**config.mk**
```make
export PLATFORM = sky130hd
export DESIGN_NAME = postfix_stack_unit
export DESIGN_NICKNAME = d
export VERILOG_FILES = /design/src/rtl/spk_pkg.sv /design/src/rtl/spk_dmem.sv /design/src/rtl/spk_stack.sv /design/src/rtl/spk_ctrl.sv /design/src/rtl/postfix_stack_unit.sv
export SDC_FILE = /design/constraint.sdc
export NUM_CORES = 1
export LEC_CHECK = 0
export BUFFER_PORTS_ARGS = -buffer_cell sky130_fd_sc_hd__buf_2
export CAP_MARGIN = 20
export CORE_MARGIN = 2
export CORE_UTILIZATION = 41
export DETAILED_ROUTE_END_ITERATION = 12
export GPL_TIMING_DRIVEN = 0
export PLACE_DENSITY = 0.58
export REMOVE_ABC_BUFFERS = 1
export SETUP_SLACK_MARGIN = 0.3
export SLEW_MARGIN = 20
export SYNTH_ARGS = -nofsm -noshare
export SYNTH_HDL_FRONTEND = slang
export SYNTH_SLANG_ARGS = --single-unit
```
**constraint.sdc**
```tcl
create_clock -name clk -period 13.09 [get_ports clk]
set_clock_uncertainty 0.05 [all_clocks]
set_input_delay 1.9635 -clock clk [delete_from_list [all_inputs] [get_ports clk]]
set_output_delay 1.9635 -clock clk [all_outputs]
set_load 0.01 [all_outputs]
```
**src/rtl/spk_pkg.sv**
```systemverilog
package spk_pkg;
  typedef enum logic [1:0] {
    OP_PUSH = 2'b00,
    OP_POP  = 2'b01,
    OP_ADD  = 2'b10,
    OP_MUL  = 2'b11
  } spk_op_e;

  typedef enum logic {
    ST_IDLE = 1'b0,
    ST_EXEC = 1'b1
  } spk_state_e;
endpackage

```
**src/rtl/spk_dmem.sv**
```systemverilog
module spk_dmem #(
  parameter int DATA_W = 16,
  parameter int ADDR_W = 6
) (
  input  logic              clk,
  input  logic              we,
  input  logic [ADDR_W-1:0] waddr,
  input  logic [DATA_W-1:0] wdata,
  input  logic [ADDR_W-1:0] raddr,
  output logic [DATA_W-1:0] rdata
);
  localparam int WORDS = 1 << ADDR_W;

  logic [DATA_W-1:0] ram [WORDS];

  always_ff @(posedge clk) begin
    if (we) ram[waddr] <= wdata;
    rdata <= ram[raddr];
  end
endmodule

```
**src/rtl/spk_stack.sv**
```systemverilog
module spk_stack #(
  parameter int DATA_W = 16,
  parameter int DEPTH  = 8
) (
  input  logic                       clk,
  input  logic                       rst,
  input  logic                       push,
  input  logic                       pop,
  input  logic                       merge,
  input  logic [DATA_W-1:0]          wdata,
  output logic [$clog2(DEPTH+1)-1:0] cnt,
  output logic [DATA_W-1:0]          top,
  output logic [DATA_W-1:0]          nxt
);
  localparam int CNT_W = $clog2(DEPTH + 1);
  localparam int IDX_W = (DEPTH > 1) ? $clog2(DEPTH) : 1;
  localparam logic [CNT_W-1:0] FULL = CNT_W'(DEPTH);
  localparam logic [CNT_W-1:0] ONE  = CNT_W'(1);
  localparam logic [CNT_W-1:0] TWO  = CNT_W'(2);

  logic [DATA_W-1:0] arr [DEPTH];
  logic [CNT_W-1:0]  cm1, cm2;
  logic [IDX_W-1:0]  i_top, i_nxt, i_new;

  assign cm1   = cnt - ONE;
  assign cm2   = cnt - TWO;
  assign i_top = cm1[IDX_W-1:0];
  assign i_nxt = cm2[IDX_W-1:0];
  assign i_new = cnt[IDX_W-1:0];

  assign top = (cnt >= ONE) ? arr[i_top] : '0;
  assign nxt = (cnt >= TWO) ? arr[i_nxt] : '0;

  always_ff @(posedge clk) begin
    if (push && cnt < FULL)   arr[i_new] <= wdata;
    else if (merge && cnt >= TWO) arr[i_nxt] <= wdata;
  end

  always_ff @(posedge clk) begin
    if (rst) cnt <= '0;
    else if (push && cnt < FULL) cnt <= cnt + ONE;
    else if ((pop && cnt >= ONE) || (merge && cnt >= TWO)) cnt <= cm1;
  end

  a_r8_no_overflow: assert property (@(posedge clk) disable iff (rst)
    cnt <= FULL);
  a_r3_push_grows: assert property (@(posedge clk) disable iff (rst)
    (push && cnt < FULL) |=> cnt == $past(cnt) + ONE);
  a_r5_merge_shrinks: assert property (@(posedge clk) disable iff (rst)
    (merge && cnt >= TWO) |=> cnt == $past(cnt) - ONE);
endmodule

```
**src/rtl/spk_ctrl.sv**
```systemverilog
module spk_ctrl
  import spk_pkg::*;
#(
  parameter int DATA_W = 16,
  parameter int ADDR_W = 6,
  parameter int DEPTH  = 8
) (
  input  logic                       clk,
  input  logic                       rst,
  input  logic                       in_valid,
  output logic                       in_ready,
  input  logic [1:0]                 in_op,
  input  logic [ADDR_W-1:0]          in_addr,
  input  logic [$clog2(DEPTH+1)-1:0] cnt,
  input  logic [DATA_W-1:0]          top,
  input  logic [DATA_W-1:0]          nxt,
  input  logic [DATA_W-1:0]          mem_rdata,
  output logic                       stk_push,
  output logic                       stk_pop,
  output logic                       stk_merge,
  output logic [DATA_W-1:0]          stk_wdata,
  output logic                       mem_store,
  output logic [ADDR_W-1:0]          mem_saddr,
  output logic                       udf_flag,
  output logic                       ovf_flag,
  output logic                       st_valid,
  output logic [ADDR_W-1:0]          st_addr,
  output logic [DATA_W-1:0]          st_data
);
  localparam int CNT_W = $clog2(DEPTH + 1);
  localparam logic [CNT_W-1:0] FULL = CNT_W'(DEPTH);
  localparam logic [CNT_W-1:0] ONE  = CNT_W'(1);
  localparam logic [CNT_W-1:0] TWO  = CNT_W'(2);

  spk_state_e        state;
  spk_op_e           op_q;
  logic [ADDR_W-1:0] addr_q;
  logic              exec, ok, udf_c, ovf_c;
  logic [2*DATA_W-1:0] prod;

  assign in_ready = (state == ST_IDLE);
  assign exec     = (state == ST_EXEC);
  assign prod     = {{DATA_W{1'b0}}, nxt} * {{DATA_W{1'b0}}, top};

  always_ff @(posedge clk) begin
    if (rst) begin
      state  <= ST_IDLE;
      op_q   <= OP_PUSH;
      addr_q <= '0;
    end else if (exec) begin
      state <= ST_IDLE;
    end else if (in_valid) begin
      state  <= ST_EXEC;
      op_q   <= spk_op_e'(in_op);
      addr_q <= in_addr;
    end
  end

  always_comb begin
    unique case (op_q)
      OP_PUSH: ok = (cnt < FULL);
      OP_POP:  ok = (cnt >= ONE);
      default: ok = (cnt >= TWO);
    endcase
    udf_c     = exec && !ok && (op_q != OP_PUSH);
    ovf_c     = exec && !ok && (op_q == OP_PUSH);
    stk_push  = exec && ok && (op_q == OP_PUSH);
    stk_pop   = exec && ok && (op_q == OP_POP);
    stk_merge = exec && ok && (op_q == OP_ADD || op_q == OP_MUL);
    mem_store = stk_pop;
    mem_saddr = addr_q;
    unique case (op_q)
      OP_ADD:  stk_wdata = nxt + top;
      OP_MUL:  stk_wdata = prod[DATA_W-1:0];
      default: stk_wdata = mem_rdata;
    endcase
  end

  always_ff @(posedge clk) begin
    if (rst) begin
      udf_flag <= 1'b0;
      ovf_flag <= 1'b0;
      st_valid <= 1'b0;
      st_addr  <= '0;
      st_data  <= '0;
    end else begin
      st_valid <= mem_store;
      if (exec) begin
        udf_flag <= udf_c;
        ovf_flag <= ovf_c;
      end
      if (mem_store) begin
        st_addr <= addr_q;
        st_data <= top;
      end
    end
  end

  a_r2_single_busy: assert property (@(posedge clk) disable iff (rst)
    !in_ready |=> in_ready);
  a_r7_udf_keeps_depth: assert property (@(posedge clk) disable iff (rst)
    udf_c |=> (udf_flag && !st_valid && cnt == $past(cnt)));
  a_r4_store_pulse: assert property (@(posedge clk) disable iff (rst)
    st_valid |=> !st_valid);
  a_r8_ovf_at_full: assert property (@(posedge clk) disable iff (rst)
    ovf_c |=> (ovf_flag && cnt == FULL));
endmodule

```
**src/rtl/postfix_stack_unit.sv**
```systemverilog
module postfix_stack_unit #(
  parameter int DATA_W = 16,
  parameter int ADDR_W = 6,
  parameter int DEPTH  = 8
) (
  input  logic                       clk,
  input  logic                       rst,
  input  logic                       in_valid,
  output logic                       in_ready,
  input  logic [1:0]                 in_op,
  input  logic [ADDR_W-1:0]          in_addr,
  input  logic                       ld_we,
  input  logic [ADDR_W-1:0]          ld_addr,
  input  logic [DATA_W-1:0]          ld_data,
  output logic [$clog2(DEPTH+1)-1:0] depth,
  output logic [DATA_W-1:0]          top_data,
  output logic                       udf_flag,
  output logic                       ovf_flag,
  output logic                       st_valid,
  output logic [ADDR_W-1:0]          st_addr,
  output logic [DATA_W-1:0]          st_data
);
  logic              stk_push, stk_pop, stk_merge, mem_store;
  logic [DATA_W-1:0] stk_wdata, nxt, mem_rdata, mem_wdata;
  logic [ADDR_W-1:0] mem_saddr, mem_waddr;
  logic              mem_we;

  assign mem_we    = mem_store || (ld_we && in_ready);
  assign mem_waddr = mem_store ? mem_saddr : ld_addr;
  assign mem_wdata = mem_store ? top_data  : ld_data;

  spk_dmem #(.DATA_W(DATA_W), .ADDR_W(ADDR_W)) u_mem (
    .clk(clk), .we(mem_we), .waddr(mem_waddr), .wdata(mem_wdata),
    .raddr(in_addr), .rdata(mem_rdata)
  );

  spk_stack #(.DATA_W(DATA_W), .DEPTH(DEPTH)) u_stk (
    .clk(clk), .rst(rst), .push(stk_push), .pop(stk_pop), .merge(stk_merge),
    .wdata(stk_wdata), .cnt(depth), .top(top_data), .nxt(nxt)
  );

  spk_ctrl #(.DATA_W(DATA_W), .ADDR_W(ADDR_W), .DEPTH(DEPTH)) u_ctl (
    .clk(clk), .rst(rst), .in_valid(in_valid), .in_ready(in_ready),
    .in_op(in_op), .in_addr(in_addr), .cnt(depth), .top(top_data), .nxt(nxt),
    .mem_rdata(mem_rdata), .stk_push(stk_push), .stk_pop(stk_pop),
    .stk_merge(stk_merge), .stk_wdata(stk_wdata), .mem_store(mem_store),
    .mem_saddr(mem_saddr), .udf_flag(udf_flag), .ovf_flag(ovf_flag),
    .st_valid(st_valid), .st_addr(st_addr), .st_data(st_data)
  );

  a_r10_load_idle_only: assert property (@(posedge clk) disable iff (rst)
    (mem_we && !in_ready) |-> mem_store);
endmodule

```
==> metrics, run 1 <==
CTS tree built; initial core utilization 0.413; First-pass DRT Iterations 5; Netlist cell types 63; DRC 0; NumNets Final 3005; Max-Cap Viols 0; mux share of post-synthesis cell area 0.177; Congestion Overflow GR 0; via count 26000; top_reg_cell synth edfxtp_1; RSZ-0062 raised after global routing false; Cell Area, Synth 52000 um2; Post-CTS Hold Buffers 0; Static Leakage 19.3 nW; crit path launch type register; post-synthesis adder-cell area fraction 0.0484; fraction of layout cells with a size suffix above 1 0.276; Detailed Route WL 130000 um; Tmin final 9.82 ns; # H-tree levels 3; initial antenna violation count 5; Post-Synth Simple-Gate Area 0.0371; fmax 102 MHz; crit-path max FO 43; syn_area_per_cell 19.2 um2; Vias per Instance 5.68; Synth area leaders edfxtp_1 67%, mux4_2 17%, fa_1 3.1%, dfxtp_1 2.1%, ha_1 1.8%; Post-synth EDFFs 1152; WL/cell 28.5 um; die area 130000 um2; Yosys top cell area share 0.666; XOR/XNOR Fraction of Synth Area 0.0102; Hold Path Class reg -> reg; final slew viol count 0; Yosys top cell by area edfxtp_1; CTS buffer count 119; input/output buffers 79; Total Routing Usage GR 0.202; Synth Area in Compound Gates 0.0195; pwr dens 144 nW/um2; Die Y 360 um; vias in the first global route 27000; Setup Viol. Count Final 0; post-DP HPWL 82000 um; final total power 8.52 mW; largest net degree at the start of global routing 75; sequential-to-total area share from yosys stat 0.686; Mapped Cells 2711; clk_lat worst skew 0.75 ns; IO Pins 80; cell row count 130; Routed Antenna Nets 0; Async SR Flop Fraction 0; #FFs+latches synth 1206; CP required 13.47 ns; Peak VDD IR 0.136 mV; postcts setup bufs 0; status complete, no violations; fin crit share 0.750; largest family of logic cells by synthesized area multiplexers; Worst setup EP type register; CTS max path bufs 3; final hold viol count 0; Worst Tran Pin Value 1.12 ns; relative slew slack 0.252; area grow syn2layout 13.9%; global-route wire length before repair 188000 um; clock sink count 1206; critical path arrival 10.20 ns; fillers 10300; clock slew seen by the registers of the worst setup and hold paths 0.06 ns; Iter 0 DRT Violations 2678; setup TNS 0 ns; critical path class reg -> reg; synth warn 0; post-CTS resize count 0; RePlAce Congestion 0.891; clk root buf clkbuf_16; CORE AREA 126000 um2; Die X 360 um
==> placed cells by master, fill, tap and decap left out, types with 32 or more instances in the layout <==
| cell type | count |
|---|---|
| a21oi_1 | 68 |
| buf_2 | 75 |
| ha_1 | 72 |
| nor2_1 | 97 |
| inv_1 | 141 |
| edfxtp_1 | 1152 |
| mux4_2 | 382 |
| fa_1 | 80 |
| nor2_4 | 66 |
| dfxtp_1 | 50 |
| xnor2_1 | 32 |
| nand2_1 | 183 |
| clkbuf_16 | 122 |
==> final timing paths <==
check,start,endpoint,slack [ns],cells after the start
hold / removal,u_ctl.st_data[9],u_ctl.st_data[9],0.41,2
hold reg to reg,u_ctl.st_data[9],u_ctl.st_data[9],0.41,2
setup reg to reg,u_stk.cnt[1],u_stk.arr[4][15],3.27,26
setup / recovery,u_stk.cnt[1],u_stk.arr[4][15],3.27,26
==> critical path, cell delays in order (launching register included) <==
cell	delay, ns
dfxtp_4	0.78
inv_1	0.32
ha_1	0.30
nor4b_4	0.70
buf_8	0.24
nor2_2	0.15
a21oi_1	0.82
inv_1	0.43
ha_1	0.39
fa_1	0.50
inv_1	0.06
fa_1	0.49
inv_1	0.05
fa_1	0.49
fa_1	0.52
fa_1	0.50
inv_1	0.05
fa_1	0.48
inv_1	0.05
ha_1	0.34
nand3_1	0.11
nand2_1	0.05
a41o_1	0.23
o41ai_1	0.60
xnor2_1	0.20
a21o_1	0.22
o2bb2ai_2	0.37
==> state kept, by name, indices dropped and copies added (netlist names) <==
signal / count
u_ctl.exec: 1
u_ctl.mem_saddr: 6
u_ctl.op_q: 2
u_ctl.ovf_flag: 1
u_ctl.st_addr: 6
u_ctl.st_data: 16
u_ctl.st_valid: 1
u_ctl.udf_flag: 1
u_mem.ram: 1024
u_mem.rdata: 16
u_stk.arr: 128
u_stk.cnt: 4
==> cell usage after synthesis, types with 4 or more instances <==
| library cell | number |
|---|---|
| o21ai_0 | 21 |
| a2111oi_0 | 4 |
| nand3_1 | 14 |
| a21oi_1 | 70 |
| mux4_2 | 382 |
| a21o_1 | 16 |
| edfxtp_1 | 1152 |
| inv_1 | 141 |
| clkbuf_1 | 81 |
| nand3b_1 | 8 |
| or2_2 | 6 |
| a31oi_1 | 4 |
| xor2_1 | 14 |
| buf_1 | 35 |
| buf_2 | 8 |
| dfxtp_1 | 54 |
| fa_1 | 80 |
| nor2b_1 | 7 |
| nand2_1 | 195 |
| xnor2_1 | 33 |
| inv_2 | 4 |
| nor2_1 | 171 |
| nor3_1 | 16 |
| xnor3_1 | 4 |
| a21oi_2 | 4 |
| mux2i_1 | 10 |
| ha_1 | 73 |
| o21a_1 | 5 |
| nand2b_1 | 11 |
| a22o_1 | 7 |
| mux4_1 | 18 |
| buf_6 | 4 |
| and2_1 | 16 |
==> metrics by stage <==
| step | utilization | hold WS (ns) | cell area [um2] | std cells | setup slack (ns) |
|---|---|---|---|---|---|
| 5_1_grt | 0.471 | 0.430 | 59200 | 4571 | 2.95 |
| 3_3_place_gp | 0.428 | 0.389 | 53900 | 4307 | -0.321 |
| 3_5_place_dp | 0.440 | 0.400 | 55300 | 4347 | 3.28 |
| 2_1_floorplan | - | 0.381 | 51400 | 2578 | 2.90 |
| 4_1_cts | 0.471 | 0.409 | 59200 | 4571 | 3.20 |
| 6_report | 0.471 | 0.408 | 59200 | 4572 | 3.27 |
==> power by group <==
part           switching, mW  internal [mW]  leakage [nW]
clock                   1.46           1.87          1.89
sequential            0.0242           4.28          10.8
combinational          0.557          0.329          6.55
total                   2.04           6.48          19.3
==> final cells by class <==
cell class | count | area, um2 | share of cell area
multi-input cells | 1226 | 15800 | 0.267
diodes | 1 | 2.50 | 0.0000423
clock inverters | 63 | 571 | 0.00964
clock buffers | 161 | 3300 | 0.0557
well taps | 1650 | 2060 | 0.0349
flip-flops and latches | 1206 | 35700 | 0.603
repair buffers | 119 | 1260 | 0.0213
inverters | 146 | 548 | 0.00926
==> cells by family after synthesis <==
family / count (synthesis)
compound gates: 156
xor+xnor: 52
fa+ha+maj: 153
buf+inv: 279
flops: 1206
mux: 412
simple gates: 453
==> layer usage <==
metal,part of all wire,vias up,GRT usage,wire length (um)
li1,-,11000,-,-
met4,0.026,6,0.0547,3370
met1,0.40,13800,0.267,52300
met3,0.079,199,0.0487,10400
met2,0.49,929,0.334,64400
met5,0.00031,-,0,40
No activity file was read; power rests on OpenSTA's default activity.
==> run 2, diff against run 1 <==
Settings changed: ABC_AREA set to 1.
Clock period 13.09 ns to 10.03 ns, I/O delays scaled along.
==> metrics, run 2 <==
Tmin final 9.03 ns; fmax 111 MHz; CTS tree built; Netlist cell types 46; relative slew slack 0.289; Peak VDD IR 0.163 mV; final total power 11.8 mW; via count 37500; HP Start u_ctl.st_data[6]; synth warn 0; initial antenna violation count 3; Crit-path slowest cell inv_6; FF-to-FF Start u_stk.cnt[0]; top_reg_cell synth edfxtp_1; Post-synth EDFFs 1152; post-route setup slack 1.00 ns; Iter 0 DRT Violations 4057; Multi-input gate area 16800 um2; Vias per Instance 5.63; Static Leakage 20.9 nW; fin crit share 0.900; largest net degree at the start of global routing 129; RSZ-0062 raised after global routing false; worst-case reg-to-reg path depth 31; syn_area_per_cell 11.2 um2; critical path class reg -> reg; top-count cell post-synth edfxtp_1; area grow syn2layout 12.6%; clock sink count 1206; Hold Path Class reg -> reg; post-DP HPWL 90800 um; cell depth of the worst hold path 2; global-route wire length before repair 234000 um; crit-path max cell delay 0.60 ns; Worst Tran Pin Value 1.06 ns; Cell Area, Synth 54200 um2; Max-Cap Viols 0; cell row count 133; Post-CTS Hold Buffers 0; Congestion Overflow GR 0; # H-tree levels 3; status complete, no violations; pre-CTS setup slack 0.732 ns; initial core utilization 0.413; hold path endpoint u_ctl.st_data[6]; pwr dens 193 nW/um2; Setup Viol. Count Final 0; die area 135000 um2; Worst setup EP type register; GR Layer Usage met2 0.379; CP required 10.32 ns; CTS max path bufs 3; #FFs+latches synth 1206; Routed Antenna Nets 0; most frequent cells in the layout 1152 x edfxtp_1, 876 x nor2_1, 688 x o21ai_0, 528 x nand2_1, 281 x inv_1; sequential-to-total area share from yosys stat 0.658; commonest non-fill, non-tap cell in the layout edfxtp_1; Post-Layout Inst Area 61000 um2; WL/cell 23.7 um; input/output buffers 79; critical path arrival 9.32 ns; crit path launch type register; DRC 0; worst reg2reg endpoint u_stk.arr[7][13]; IO Pins 80; Yosys top cell by area edfxtp_1; reg2reg setup slack 1.00 ns; Die X 368 um; Total Routing Usage GR 0.231; met1 Usage GRT 0.316; Biggest register u_mem.ram; Synth top cells by count 1152 x edfxtp_1, 948 x nor2_1, 688 x o21ai_0, 544 x nand2_1, 285 x inv_1; busiest grt layer met2; Yosys top cell area share 0.638; final hold viol count 0; fraction of layout cells with a size suffix above 1 0.0899; most frequent CP cell inv_1; met3 GRT Util 0.0322; Die Y 368 um; Synth area leaders edfxtp_1 64%, nor2_1 6.6%, o21ai_0 6.4%, nand2_1 3.8%, o22ai_1 3.1%; fillers 11900; vias in the first global route 35700; placed cell area 57400 um2; Mapped Cells 4850; crit-path max FO 122; sequential standard cell area 35700 um2; clk_lat worst skew 0.75 ns; final slew viol count 0; CTS buffer count 120; largest registers u_mem.ram (1024), u_stk.arr (128); max reg flops 1024; NumNets Final 4992; CORE AREA 131000 um2; clock slew seen by the registers of the worst setup and hold paths 0.06 ns; Async SR Flop Fraction 0; clk root buf clkbuf_16; RePlAce Congestion 0.880; Detailed Route WL 158000 um; First-pass DRT Iterations 6
run 2: cell count changes after synthesis, moves of 25 or more:
cell      change
o211ai_1     +39
clkbuf_1    +143
inv_1       +144
nor2_1      +777
nand3_1     +157
o21ai_0     +667
nand2_1     +349
mux4_2      -382
o221ai_1     +33
xnor2_1      -25
buf_2        +30
o22ai_1     +272
run 2: per-layer routing:
layer  part of all wire  vias to the layer above
li1                   -                    17100
met1               0.42                    18600
met2               0.47                     1522
met3              0.071                      263
met4              0.036                        4
met5            0.00011                        -
run 2: layout make-up:
type	instances	share of cell area
flip-flops and latches	1206	0.585
multi-input cells	3049	0.276
clock buffers	159	0.0519
well taps	1755	0.0360
repair buffers	126	0.0252
inverters	302	0.0191
clock inverters	62	0.00736
diodes	2	0.0000820
run 2: worst max path at each step:
stage	slack [ns]	depth (start not counted)	to	start
4_1_cts	0.65	29	u_stk.arr[3][14]	u_stk.cnt[0]
2_1_floorplan	-0.56	32	u_stk.arr[0][15]	u_stk.cnt[0]
6_report	1.00	31	u_stk.arr[7][13]	u_stk.cnt[0]
5_1_grt	0.44	31	u_stk.arr[7][13]	u_stk.cnt[0]
3_3_place_gp	-16.58	9	u_mem.rdata[12]	in_addr[0]
3_5_place_dp	0.73	29	u_stk.arr[3][14]	u_stk.cnt[0]
run 2: power by group:
group | switching [mW] | internal [mW]
sequential | 0.0214 | 5.61
combinational | 1.38 | 0.556
clock | 1.90 | 2.29
total | 3.31 | 8.46
run 2: kinds of logic after synthesis:
group / synth area share
and+or+nand+nor: 0.129
DFF: 0.658
AOI/OAI and AO/OA: 0.120
buffers and inverters: 0.0444
adders and majority gates: 0.0464
xor gates and xnor gates: 0.00254
run 2: critical path: cells and delay by family, from the launching register on:
kind / cells / cell delay [ns]
adder cells (fa/ha/maj): 9 / 3.63
buffers and inverters: 9 / 2.01
AND/OR/NAND/NOR: 8 / 1.51
AO/OA/AOI/OAI: 4 / 0.76
flip-flops: 1 / 0.50
XOR/XNOR: 1 / 0.15
run 2: through the flow:
stage               setup TNS, ns  hold WS (ns)  utilization  instances
finish                          0         0.411        0.465       6661
global route                    0         0.432        0.465       6659
CTS                             0         0.411        0.465       6658
detailed placement              0         0.400        0.437       6437
global placement         -4858.68         0.395        0.423       6391
floorplan                  -17.49         0.410            -       4557
run 2: timing repair:
action,CTS,global route
resized for setup,0,3
setup endpoints to repair,0,16
buffers inserted,0,0
